**config.mk**
```make
export PLATFORM = sky130hd
export DESIGN_NAME = dtm_timer
export DESIGN_NICKNAME = d
export VERILOG_FILES = /design/src/rtl/dtm_pkg.sv /design/src/rtl/dtm_step_gate.sv /design/src/rtl/dtm_count_reg.sv /design/src/rtl/dtm_rate_reg.sv /design/src/rtl/dtm_timer.sv
export SDC_FILE = /design/constraint.sdc
export NUM_CORES = 1
export LEC_CHECK = 0
export BUFFER_PORTS_ARGS = -buffer_cell sky130_fd_sc_hd__buf_2
export CORE_ASPECT_RATIO = 0.7
export CORE_MARGIN = 2
export CORE_UTILIZATION = 36
export CTS_CLUSTER_DIAMETER = 150
export DETAILED_ROUTE_END_ITERATION = 10
export PLACE_DENSITY = 0.69
export SLEW_MARGIN = 20
export SYNTH_ARGS = -nofsm -noshare
export SYNTH_HDL_FRONTEND = slang
export SYNTH_SLANG_ARGS = --single-unit
export TNS_END_PERCENT = 50
```
**constraint.sdc**
```tcl
create_clock -name clk -period 2 [get_ports clk]
set_input_delay 0.2 -clock clk [delete_from_list [all_inputs] [get_ports clk]]
set_output_delay 0.2 -clock clk [all_outputs]
set_load 0.01 [all_outputs]
```
**src/rtl/dtm_pkg.sv**
```systemverilog
package dtm_pkg;

  typedef enum logic {
    RATE_FAST = 1'b0,
    RATE_SLOW = 1'b1
  } rate_e;

  // Tick that drives the count in a given rate state
  function automatic logic pick_tick(input rate_e rate, input logic t_fast, input logic t_slow);
    return (rate == RATE_SLOW) ? t_slow : t_fast;
  endfunction

  // Rate state entered after an overflow
  function automatic rate_e rate_after_wrap(input rate_e rate);
    return (rate == RATE_SLOW) ? RATE_FAST : RATE_SLOW;
  endfunction

endpackage

```
**src/rtl/dtm_step_gate.sv**
```systemverilog
module dtm_step_gate
  import dtm_pkg::*;
(
  input  logic  dsg_active,
  input  logic  tick_fast,
  input  logic  tick_slow,
  input  logic  clr_stb,
  input  rate_e rate,
  output logic  step
);

  logic sel_tick;

  always_comb begin
    sel_tick = pick_tick(rate, tick_fast, tick_slow);
    step     = dsg_active && sel_tick && !clr_stb;
  end

endmodule

```
**src/rtl/dtm_count_reg.sv**
```systemverilog
module dtm_count_reg #(
  parameter int CNT_W = 16
) (
  input  logic             clk,
  input  logic             rst_n,
  input  logic             clr_stb,
  input  logic             step,
  output logic [CNT_W-1:0] cnt_q,
  output logic             wrap_ev
);

  localparam logic [CNT_W-1:0] CNT_MAX = {CNT_W{1'b1}};

  function automatic logic [CNT_W-1:0] inc_wrap(input logic [CNT_W-1:0] v);
    return v + CNT_W'(1);
  endfunction

  assign wrap_ev = step && (cnt_q == CNT_MAX);

  always_ff @(posedge clk or negedge rst_n) begin
    if (!rst_n)       cnt_q <= '0;
    else if (clr_stb) cnt_q <= '0;
    else if (step)    cnt_q <= inc_wrap(cnt_q);
  end


  wrap_zero_chk: assert property (@(posedge clk) disable iff (!rst_n)
    wrap_ev |=> (cnt_q == '0));

endmodule

```
**src/rtl/dtm_rate_reg.sv**
```systemverilog
module dtm_rate_reg
  import dtm_pkg::*;
(
  input  logic  clk,
  input  logic  rst_n,
  input  logic  clr_stb,
  input  logic  wrap_ev,
  output rate_e rate_q
);

  always_ff @(posedge clk or negedge rst_n) begin
    if (!rst_n)       rate_q <= RATE_FAST;
    else if (clr_stb) rate_q <= RATE_FAST;
    else if (wrap_ev) rate_q <= rate_after_wrap(rate_q);
  end


  first_wrap_slow_chk: assert property (@(posedge clk) disable iff (!rst_n)
    (wrap_ev && rate_q == RATE_FAST && !clr_stb) |=> (rate_q == RATE_SLOW));


  second_wrap_fast_chk: assert property (@(posedge clk) disable iff (!rst_n)
    (wrap_ev && rate_q == RATE_SLOW && !clr_stb) |=> (rate_q == RATE_FAST));

endmodule

```
**src/rtl/dtm_timer.sv**
```systemverilog
module dtm_timer
  import dtm_pkg::*;
#(
  parameter int CNT_W  = 16,
  parameter int BYTE_W = 8
) (
  input  logic              clk,
  input  logic              rst_n,
  input  logic              dsg_active,
  input  logic              tick_fast,
  input  logic              tick_slow,
  input  logic              clr_stb,
  output logic [BYTE_W-1:0] cnt_hi,
  output logic [BYTE_W-1:0] cnt_lo,
  output logic              slow_rate
);

  localparam int EXT_W = 2 * BYTE_W;

  logic             step;
  logic             wrap_ev;
  logic [CNT_W-1:0] cnt_q;
  rate_e            rate_q;
  logic [EXT_W-1:0] cnt_ext;

  dtm_step_gate u_gate (
    .dsg_active (dsg_active),
    .tick_fast  (tick_fast),
    .tick_slow  (tick_slow),
    .clr_stb    (clr_stb),
    .rate       (rate_q),
    .step       (step)
  );

  dtm_count_reg #(.CNT_W(CNT_W)) u_count (
    .clk     (clk),
    .rst_n   (rst_n),
    .clr_stb (clr_stb),
    .step    (step),
    .cnt_q   (cnt_q),
    .wrap_ev (wrap_ev)
  );

  dtm_rate_reg u_rate (
    .clk     (clk),
    .rst_n   (rst_n),
    .clr_stb (clr_stb),
    .wrap_ev (wrap_ev),
    .rate_q  (rate_q)
  );

  // byte split of the zero-extended count
  assign cnt_ext   = EXT_W'(cnt_q);
  assign cnt_hi    = cnt_ext[EXT_W-1:BYTE_W];
  assign cnt_lo    = cnt_ext[BYTE_W-1:0];
  assign slow_rate = (rate_q == RATE_SLOW);


  clr_priority_chk: assert property (@(posedge clk) disable iff (!rst_n)
    clr_stb |=> (cnt_q == '0 && !slow_rate));


  idle_hold_chk: assert property (@(posedge clk) disable iff (!rst_n)
    (!dsg_active && !clr_stb) |=> ($stable(cnt_q) && $stable(slow_rate)));


  single_step_chk: assert property (@(posedge clk) disable iff (!rst_n)
    !clr_stb |=> ($stable(cnt_q) || cnt_q == $past(cnt_q) + CNT_W'(1)));


  fast_ignored_slow_chk: assert property (@(posedge clk) disable iff (!rst_n)
    (!slow_rate && !tick_fast && !clr_stb) |=> $stable(cnt_q));


  slow_ignored_fast_chk: assert property (@(posedge clk) disable iff (!rst_n)
    (slow_rate && !tick_slow && !clr_stb) |=> $stable(cnt_q));

endmodule

```
==> results.toml, run 1 <==
[outcome]
status = "completed"

[sta]
fmax_mhz = 589.9
tns_ps = 0
min_period_ps = 1695
period_share_pct = 84.76
finClkSkew_ps = 6.903
max_slew_margin_pct = 73.95
setup_viol_count_final = 0
slew_violations = 0
tightest_slew_ps = 390.7
final_hold_viol_count = 0
rsz0062_at_grt = "no"

[placement]
gp_congestion = 0.7871
place_inst = 144
io_buffers = 22
hpwlAfterDp_um = 1333

[routing]
wl_met2_um = 810
firstDrtPassIters = 5
route.final.wire_length_um = 1828
route.vias.total = 770
met1Wirelength_um = 904
drt_iter0_drc = 53
vias_per_cell = 5.168
remaining_drc_errors = 0
post_drt_wl_per_cell_um = 12.27
met3_length_um = 113
ant_nets = 0
highest_layer = "met3"

[logic_synthesis]
synthArstFlopShare_pct = 100.0
synthDistinctLibCells = 28
yosysWarnings = 0
yosys.area_share.simple_pct = 28.19
synth_top_family_by_area = "simple AND/OR/NAND/NOR gates"
synthAdderAreaFrac_pct = 1.403
syn_inst = 90
synth_common_cells = "17 x dfrtp_1, 11 x nor2_1, 8 x xor2_1, 7 x nand3_1"
yosysSeqAreaShare_pct = 47.69
synth_top_area_share_pct = 47.69
synthMuxAreaShare_pct = 2.945
netlist_area_um2 = 892.1
yosys-top-cells-area = "dfrtp_1 48%, xor2_1 7.9%, nor2_1 4.6%"
ys_ff_latch = 17
syn_area_per_cell_um2 = 9.912
synth_top_flop_cell = "dfrtp_1"
synth_compound_area_share_pct = 9.116
synth_edf_count = 0
synth_most_common_cell = "dfrtp_1"
synth_nets = 97
yosys.area.top_type = "dfrtp_1"
synth_xor_area_share_pct = 7.854

[setup_path]
critical_path_arrival_ps = 1880
critPathRequiredTime_ps = 2180
end_kind = "flop"
rr_worst_depth = 4
cp-start-kind = "flop"
r2r_slack_ps = 300
critPathKind = "reg2reg"
cp_max_fo = 7

[power_and_ir_drop]
ir_worst_vdd_mv = 0.2360
pwr_density_cell_nw_per_um2 = 531.4
p_leak_nw = 0.5189
power_frac_clock_pct = 32.0
power_frac_seq_pct = 61.9
p_int_uw = 435.1
combPwrFrac_pct = 6.1
switching_share_pct = 23.29
p_sw_uw = 132.1

[cts]
clkLatencyLatePin_ps = 290
root_buffer = "clkbuf_4"
cts_sinks = 17
cts_tree = "yes"
cts_max_level = 1
clk_pin_slew_ps = 100
numCtsBuffers = 3
clk_path_buf_depth = 2

[worst_hold_path]
hold_path_depth = 3
hold_path.class = "in2reg"

[global_route]
antenna_found_initial = 0
grt_pass1_wl_um = 2898
grt_pass1_vias = 610
grt.total_usage_pct = 13.52
grt_start_max_net_pins = 20
grt_overflow = 0

[floorplanning]
rows = 15
io_pins = 23
die-area_um2 = 2899
core_um2 = 2402
die_x_um = 63.50
start_util_pct = 37.14
die_h_um = 45.65

[finish]
drive_gt1_share_pct = 28.70
fin_nets = 123
antennaDiodeCount = 0
stdcell_count = 149
fillers = 262
area.growth.synth_to_final_pct = 19.63

[job]
cap_violations = 0
## routing by layer
| layer | vias up | GRT usage, % |
|---|---|---|
| li1 | 374 | - |
| met1 | 373 | 19.32 |
| met2 | 23 | 18.95 |
| met3 | 0 | 5.198 |
| met4 | 0 | 3.913 |
| met5 | - | 0 |
## sequential cells by signal, summed over array words and instances (netlist names)
register,cells
u_count.cnt_q,16
u_rate.rate_q,1
## metrics by stage
step / setup WS, ps / area, um^2 / total power, mW / utilization, % / hold slack [ps]
final: 304.8 / 1067 / 0.5672 / 44.43 / 208.6
after global routing: 198.0 / 1067 / 0.5975 / 44.43 / 219.3
after CTS: 295.4 / 1067 / 0.5777 / 44.43 / 199.4
after detailed placement: 323.8 / 1031 / 0.3927 / 42.92 / 157.7
after global placement: 384.4 / 1031 / 0.3915 / 42.92 / 148.1
after floorplan: 469.0 / 892.1 / 0.3744 / - / -95.59
## cell usage in the layout (no fill, tap or decap), types with 2 or more instances in the layout
cell,Yosys,routed
clkbuf_4,1,3
or3_1,3,3
nand3_1,7,7
and3_1,3,3
o21ai_0,5,5
buf_2,0,22
nor2_1,11,11
a21oi_1,6,6
nand2_1,6,6
xor2_1,8,8
dfrtp_1,17,17
nand4_1,5,5
or4_1,2,2
## worst max-delay path: stages (launching register included)
cell,delay [ps]
dfrtp_1,500
ha_1,290
nand3_1,230
o31a_1,360
o21ba_2,200
## path summary, 6_finish.rpt
check                                                   from                      endpoint
worst max-delay path            u_count.cnt_q[0]$_DFFE_PN0P_     u_rate.rate_q$_DFFE_PN0P_
worst min-delay path                              dsg_active  u_count.cnt_q[1]$_DFFE_PN0P_
worst max register to register  u_count.cnt_q[0]$_DFFE_PN0P_     u_rate.rate_q$_DFFE_PN0P_
worst min register to register  u_count.cnt_q[7]$_DFFE_PN0P_  u_count.cnt_q[7]$_DFFE_PN0P_
max in group asynchronous                              rst_n  u_count.cnt_q[6]$_DFFE_PN0P_
min in group asynchronous                              rst_n  u_count.cnt_q[9]$_DFFE_PN0P_
## power groups by stage
stage               logic, mW  clock network (mW)  registers [mW]
floorplan              0.0160                   0           0.358
detailed placement     0.0345                   0           0.358
global placement       0.0335                   0           0.358
global route           0.0402               0.206           0.352
CTS                    0.0358               0.190           0.351
finish                 0.0347               0.181           0.351
## logic make-up after synthesis
kind of cell / after synthesis
fa+ha+maj: 1
flops: 17
buf+inv: 4
simple gates: 44
xor+xnor: 8
compound gates: 14
mux: 2
## layout make-up
cell class | instances | area (um^2) | share of cell area, %
clock buffer | 4 | 26.28 | 2.462
inverter | 1 | 3.754 | 0.3517
multi-input combinational | 69 | 441.7 | 41.38
sequential | 17 | 425.4 | 39.86
tap | 34 | 42.54 | 3.986
timing repair buffer | 24 | 127.6 | 11.96
## repair_timing
| item | 4_1_cts | 5_1_grt |
|---|---|---|
| hold buffers | 1 | 0 |
| setup endpoints to repair | 0 | 0 |
| endpoints found under the hold margin | 17 | 0 |
| setup buffers | 0 | 0 |
| resized for setup | 0 | 0 |
Power figures use the tool's default switching activity.
==> inputs of run 2 (changes only) <==
--- a/config.mk
+++ b/config.mk
@@ -11,7 +11,7 @@
 export CORE_UTILIZATION = 36
 export CTS_CLUSTER_DIAMETER = 150
 export DETAILED_ROUTE_END_ITERATION = 10
-export PLACE_DENSITY = 0.69
+export PLACE_DENSITY = 0.71
 export SLEW_MARGIN = 20
 export SYNTH_ARGS = -nofsm -noshare
 export SYNTH_HDL_FRONTEND = slang
==> constraint.sdc (replaced) <==
create_clock -name clk -period 1.46 [get_ports clk]
set_input_delay 0.146 -clock clk [delete_from_list [all_inputs] [get_ports clk]]
set_output_delay 0.146 -clock clk [all_outputs]
set_load 0.01 [all_outputs]
==> run 2 against run 1 <==
Compared with the run above: final cell count up 15%; global-route usage up 3.7 points; worst hold slack better by 30 ps; largest cell class unchanged; the run now ends with setup timing left; critical path type unchanged; combinational power up 86%; largest power group unchanged.
==> results.toml, run 2 (synthesis gave the netlist of run 1 again) <==
[outcome]
status = "finished, violations left"
failed_checks = "setup timing"

[cts]
clkLatencyLatePin_ps = 290
root_buffer = "clkbuf_4"
cts_max_level = 1
clk_pin_slew_ps = 100
clk_path_buf_depth = 2
cts_sinks = 17
cts_tree = "yes"
numCtsBuffers = 3

[power_and_ir_drop]
power_frac_clock_pct = 32.0
p_leak_nw = 0.6410
switching_share_pct = 24.10
p_sw_uw = 192.0
pwr_density_cell_nw_per_um2 = 625.5
combPwrFrac_pct = 8.1
power_frac_seq_pct = 59.9
ir_worst_vdd_mv = 0.3397
p_int_uw = 604.7

[global_route]
grt_pass1_wl_um = 3774
antenna_found_initial = 0
grt_start_max_net_pins = 20
grt_overflow = 0
grt.total_usage_pct = 17.21
grt_pass1_vias = 797

[routing]
drt_iter0_drc = 33
remaining_drc_errors = 0
route.vias.total = 867
ant_nets = 0
vias_per_cell = 5.070
firstDrtPassIters = 4
route.final.wire_length_um = 2386
post_drt_wl_per_cell_um = 13.95

[floorplanning]
die_h_um = 45.65
core_um2 = 2402
io_pins = 23
die-area_um2 = 2899
rows = 15
start_util_pct = 37.14
die_x_um = 63.50

[sta]
final_hold_viol_count = 0
rsz0062_at_grt = "yes"
slew_violations = 0
tightest_slew_ps = 393.3
fmax_mhz = 657.1
min_period_ps = 1522
setup_viol_count_final = 2
max_slew_margin_pct = 73.78
setup_slack_ps = -61.77
period_share_pct = 104.2
finClkSkew_ps = 1.295

[placement]
io_buffers = 22
place_ws_ps = -76.68
hpwlAfterDp_um = 1635
gp_congestion = 0.7631

[setup_path]
cp-start-kind = "flop"
critical_path_arrival_ps = 1750
cp_max_fo = 4
end_kind = "flop"
critPathRequiredTime_ps = 1690
critPathKind = "reg2reg"

[job]
cap_violations = 0

[finish]
largestRegisters = "u_count.cnt_q x16, u_rate.rate_q x1"
fillers = 248
final_cell_mix = "23 x buf_4, 22 x buf_2, 15 x dfrtp_1, 10 x nor2_1, 8 x xor2_1"
largest-register = "u_count.cnt_q"
drive_gt1_share_pct = 46.72
final_common_cell = "buf_4"
regArea_um2 = 427.9
fin_util_pct = 53.02
area.growth.synth_to_final_pct = 42.78
fin_nets = 145
largest_register_ff_count = 16
multi_input_area_um2 = 480.5
antennaDiodeCount = 0

[worst_hold_path]
hold_path.class = "in2reg"
## run 2: worst paths after layout
kind,startpoint,endpoint,slack (ps),cells after the start
hold / removal,clr_stb,u_count.cnt_q[0]$_DFFE_PN0P_,240,2
setup / recovery,u_count.cnt_q[5]$_DFFE_PN0P_,u_count.cnt_q[15]$_DFFE_PN0P_,-60,4
min in group asynchronous,rst_n,u_count.cnt_q[8]$_DFFE_PN0P_,300,2
setup reg to reg,u_count.cnt_q[5]$_DFFE_PN0P_,u_count.cnt_q[15]$_DFFE_PN0P_,-60,4
hold reg to reg,u_count.cnt_q[13]$_DFFE_PN0P_,u_count.cnt_q[13]$_DFFE_PN0P_,600,2
max in group asynchronous,rst_n,u_count.cnt_q[1]$_DFFE_PN0P_,860,2
## run 2: worst max-delay path, cell delays in order, from the launching register on
cell	delay [ps]
dfrtp_1	370
and3_4	220
nand4_1	170
or4_4	580
a21oi_2	130
## run 2: per-stage QoR
stage                     TNS (ps)  hold slack (ps)  total power [mW]  area (um^2)  instances
final                       -106.6            238.4            0.7968         1274        171
after global routing        -333.8            239.4            0.8415         1274        171
after CTS                   -24.92            224.0            0.8060         1221        168
after detailed placement    -246.4            92.03            0.5486         1154        160
after global placement      -8.121            84.15            0.5458         1154        160
after floorplan             -159.9           -149.6            0.5136        894.6         90
## run 2: repair_timing
action | in CTS | in global routing
hold buffers | 1 | 0
pin swaps | 4 | 4
endpoints found under the setup margin | 7 | 8
resized for setup | 2 | 9
setup buffers | 3 | 3
endpoints found under the hold margin | 17 | 0
## run 2: cell type report
class | count | share of cell area (%)
sequential | 17 | 33.60
tap | 34 | 3.340
clock buffer | 4 | 2.063
timing repair buffer | 46 | 22.99
multi-input combinational | 69 | 37.72
inverter | 1 | 0.2947
## run 2: layer usage
metal  global-route usage (%)  vias up  share of wire, %
li1                         -      420                 -
met1                    22.53      419                46
met2                    29.05       28                48
met3                    4.703        0               6.0
met4                    3.913        0                 0
met5                        0        -                 0
## run 2: power groups by stage
stage | clock network [mW] | registers (mW) | logic (mW)
after floorplan | 0 | 0.492 | 0.0220
final | 0.255 | 0.477 | 0.0647
after detailed placement | 0 | 0.487 | 0.0620
after global routing | 0.291 | 0.478 | 0.0724
after CTS | 0.264 | 0.477 | 0.0649
after global placement | 0 | 0.486 | 0.0597
==> inputs of run 3 (changes only) <==
--- a/config.mk
+++ b/config.mk
@@ -7,7 +7,6 @@
 export LEC_CHECK = 0
 export BUFFER_PORTS_ARGS = -buffer_cell sky130_fd_sc_hd__buf_2
 export CORE_ASPECT_RATIO = 0.7
-export CORE_MARGIN = 2
 export CORE_UTILIZATION = 36
 export CTS_CLUSTER_DIAMETER = 150
 export DETAILED_ROUTE_END_ITERATION = 10
==> constraint.sdc (replaced) <==
create_clock -name clk -period 1.3 [get_ports clk]
set_input_delay 0.13 -clock clk [delete_from_list [all_inputs] [get_ports clk]]
set_output_delay 0.13 -clock clk [all_outputs]
set_load 0.01 [all_outputs]
==> run 3 against run 2 <==
Compared with the run above: the run still ends with setup timing left; worst hold slack got worse by 1.1 ps; first-iteration DRC count decreased by 48%; setup slack got worse by 150 ps; clock power increased by 11%; critical endpoint unchanged; highest routed layer is now met4.
==> results.toml, run 3 (synthesis gave the netlist of run 1 again) <==
[floorplanning]
rows = 14
io_pins = 23
die-area_um2 = 2684
core_um2 = 2242
die_h_um = 43.65
die_x_um = 61.50
start_util_pct = 39.79

[power_and_ir_drop]
pwr_density_cell_nw_per_um2 = 700.9
ir_worst_vdd_mv = 0.4491
p_leak_nw = 0.6183
power.total_uw = 894.5

[global_route]
antenna_found_initial = 0
grt_overflow = 0
grt_pass1_vias = 775
grt_pass1_wl_um = 3491
grt_start_max_net_pins = 20
grt.total_usage_pct = 17.84

[setup_path]
endpoint = "u_count.cnt_q[15]$_DFFE_PN0P_"
critical_path_arrival_ps = 1740
critPathKind = "reg2reg"
crit_cells = 4
path_cells = "and4_4 -> nand4_4 -> or4_4 -> a21oi_2"
r2r_slack_ps = -210
critPathBufInv = 0
end_kind = "flop"
r2r-end = "u_count.cnt_q[15]$_DFFE_PN0P_"
cp_top_family = "simple AND/OR/NAND/NOR gates"
cp_max_fo = 7
rr_worst_depth = 4
r2r_start = "u_count.cnt_q[2]$_DFFE_PN0P_"
slowest_stage = "or4_4"
cp-start-kind = "flop"
critPathRequiredTime_ps = 1530
cp-startpoint = "u_count.cnt_q[2]$_DFFE_PN0P_"
max_stage_delay_ps = 510

[finish]
final_common_cell = "buf_2"
antennaDiodeCount = 0
largest-register = "u_count.cnt_q"
fin_nets = 144
drive_gt1_share_pct = 49.26
final_cell_mix = "22 x buf_2, 21 x buf_4, 15 x dfrtp_1, 11 x nor2_1, 8 x xor2_1"
post-route-cell-area_um2 = 1276
regArea_um2 = 427.9
multi_input_area_um2 = 489.2
fin_util_pct = 56.92
fillers = 215
largestRegisters = "u_count.cnt_q x16, u_rate.rate_q x1"
stdcell_count = 168
largest_register_ff_count = 16
area.growth.synth_to_final_pct = 43.06

[sta]
max_slew_margin_pct = 74.21
fmax_mhz = 660.3
tightest_slew_ps = 386.8
holdWs_ps = 237.3
period_share_pct = 116.5
min_period_ps = 1514
rsz0062_at_grt = "yes"
setup_viol_count_final = 11
setup_slack_ps = -214.5
slew_violations = 0
final_hold_viol_count = 0
finClkSkew_ps = 1.404

[routing]
wl_met2_um = 931
met1Wirelength_um = 1059
highest_layer = "met4"
vias_per_cell = 5.024
met3_length_um = 120
ant_nets = 0
firstDrtPassIters = 4
drt_iter0_drc = 17
route.final.wire_length_um = 2119
remaining_drc_errors = 0
post_drt_wl_per_cell_um = 12.61
route.vias.total = 844

[cts]
cts_max_level = 1
root_buffer = "clkbuf_4"
cts_tree = "yes"
clk_path_buf_depth = 2
cts_sinks = 17
clkLatencyLatePin_ps = 290
numCtsBuffers = 3
clk_pin_slew_ps = 100

[outcome]
failed_checks = "setup timing"
status = "finished, violations left"

[placement]
hpwlAfterDp_um = 1532
place_area_um2 = 1159
gp_congestion = 0.7696
io_buffers = 22
place_inst = 159

[job]
cap_violations = 0

[worst_hold_path]
hold_path.class = "in2reg"
[run 3: cell type report]
type	instances	area share, %
repair buffers	45	22.65
well taps	32	3.137
inverters	1	0.2941
clock buffers	4	2.059
flip-flops and latches	17	33.53
multi-input cells	69	38.33
[run 3: power breakdown]
group          internal, mW  switching, mW  total (mW)
Combinational        0.0289         0.0470      0.0759
Clock                 0.119          0.164       0.284
Sequential            0.533        0.00227       0.535
[run 3: stage by stage]
stage | setup slack [ps] | setup TNS [ps]
2_1_floorplan | -221.4 | -1242
3_3_place_gp | -164.8 | -800.4
3_5_place_dp | -218.0 | -1221
4_1_cts | -231.8 | -1586
5_1_grt | -290.1 | -2476
6_report | -214.5 | -1356
[run 3: timing repair]
action                                 4_1_cts  5_1_grt
setup endpoints to repair                   14       16
hold buffers                                 1        0
resized for setup                            2       11
buffers inserted                             2        2
pin swaps                                    5       14
endpoints found under the hold margin       17        0
[run 3: routing by layer]
metal  vias to the layer above  track usage (%)
li1                        418                -
met1                       400            24.86
met2                        24            27.31
met3                         2            6.269
met4                         0            2.667
met5                         -                0
[run 3: worst min path at each step]
stage	endpoint	depth (start not counted)	start	slack (ps)
floorplan	u_count.cnt_q[0]$_DFFE_PN0P_	0	rst_n	-170
global placement	u_count.cnt_q[11]$_DFFE_PN0P_	1	rst_n	70
detailed placement	u_count.cnt_q[11]$_DFFE_PN0P_	1	rst_n	80
CTS	u_count.cnt_q[5]$_DFFE_PN0P_	2	clr_stb	210
global route	u_count.cnt_q[0]$_DFFE_PN0P_	2	clr_stb	240
finish	u_count.cnt_q[5]$_DFFE_PN0P_	2	clr_stb	240
[run 3: worst register-to-register path, stage by stage, from the launching register on]
cell,delay (ps)
dfrtp_1,370
and4_4,260
nand4_4,170
or4_4,510
a21oi_2,140
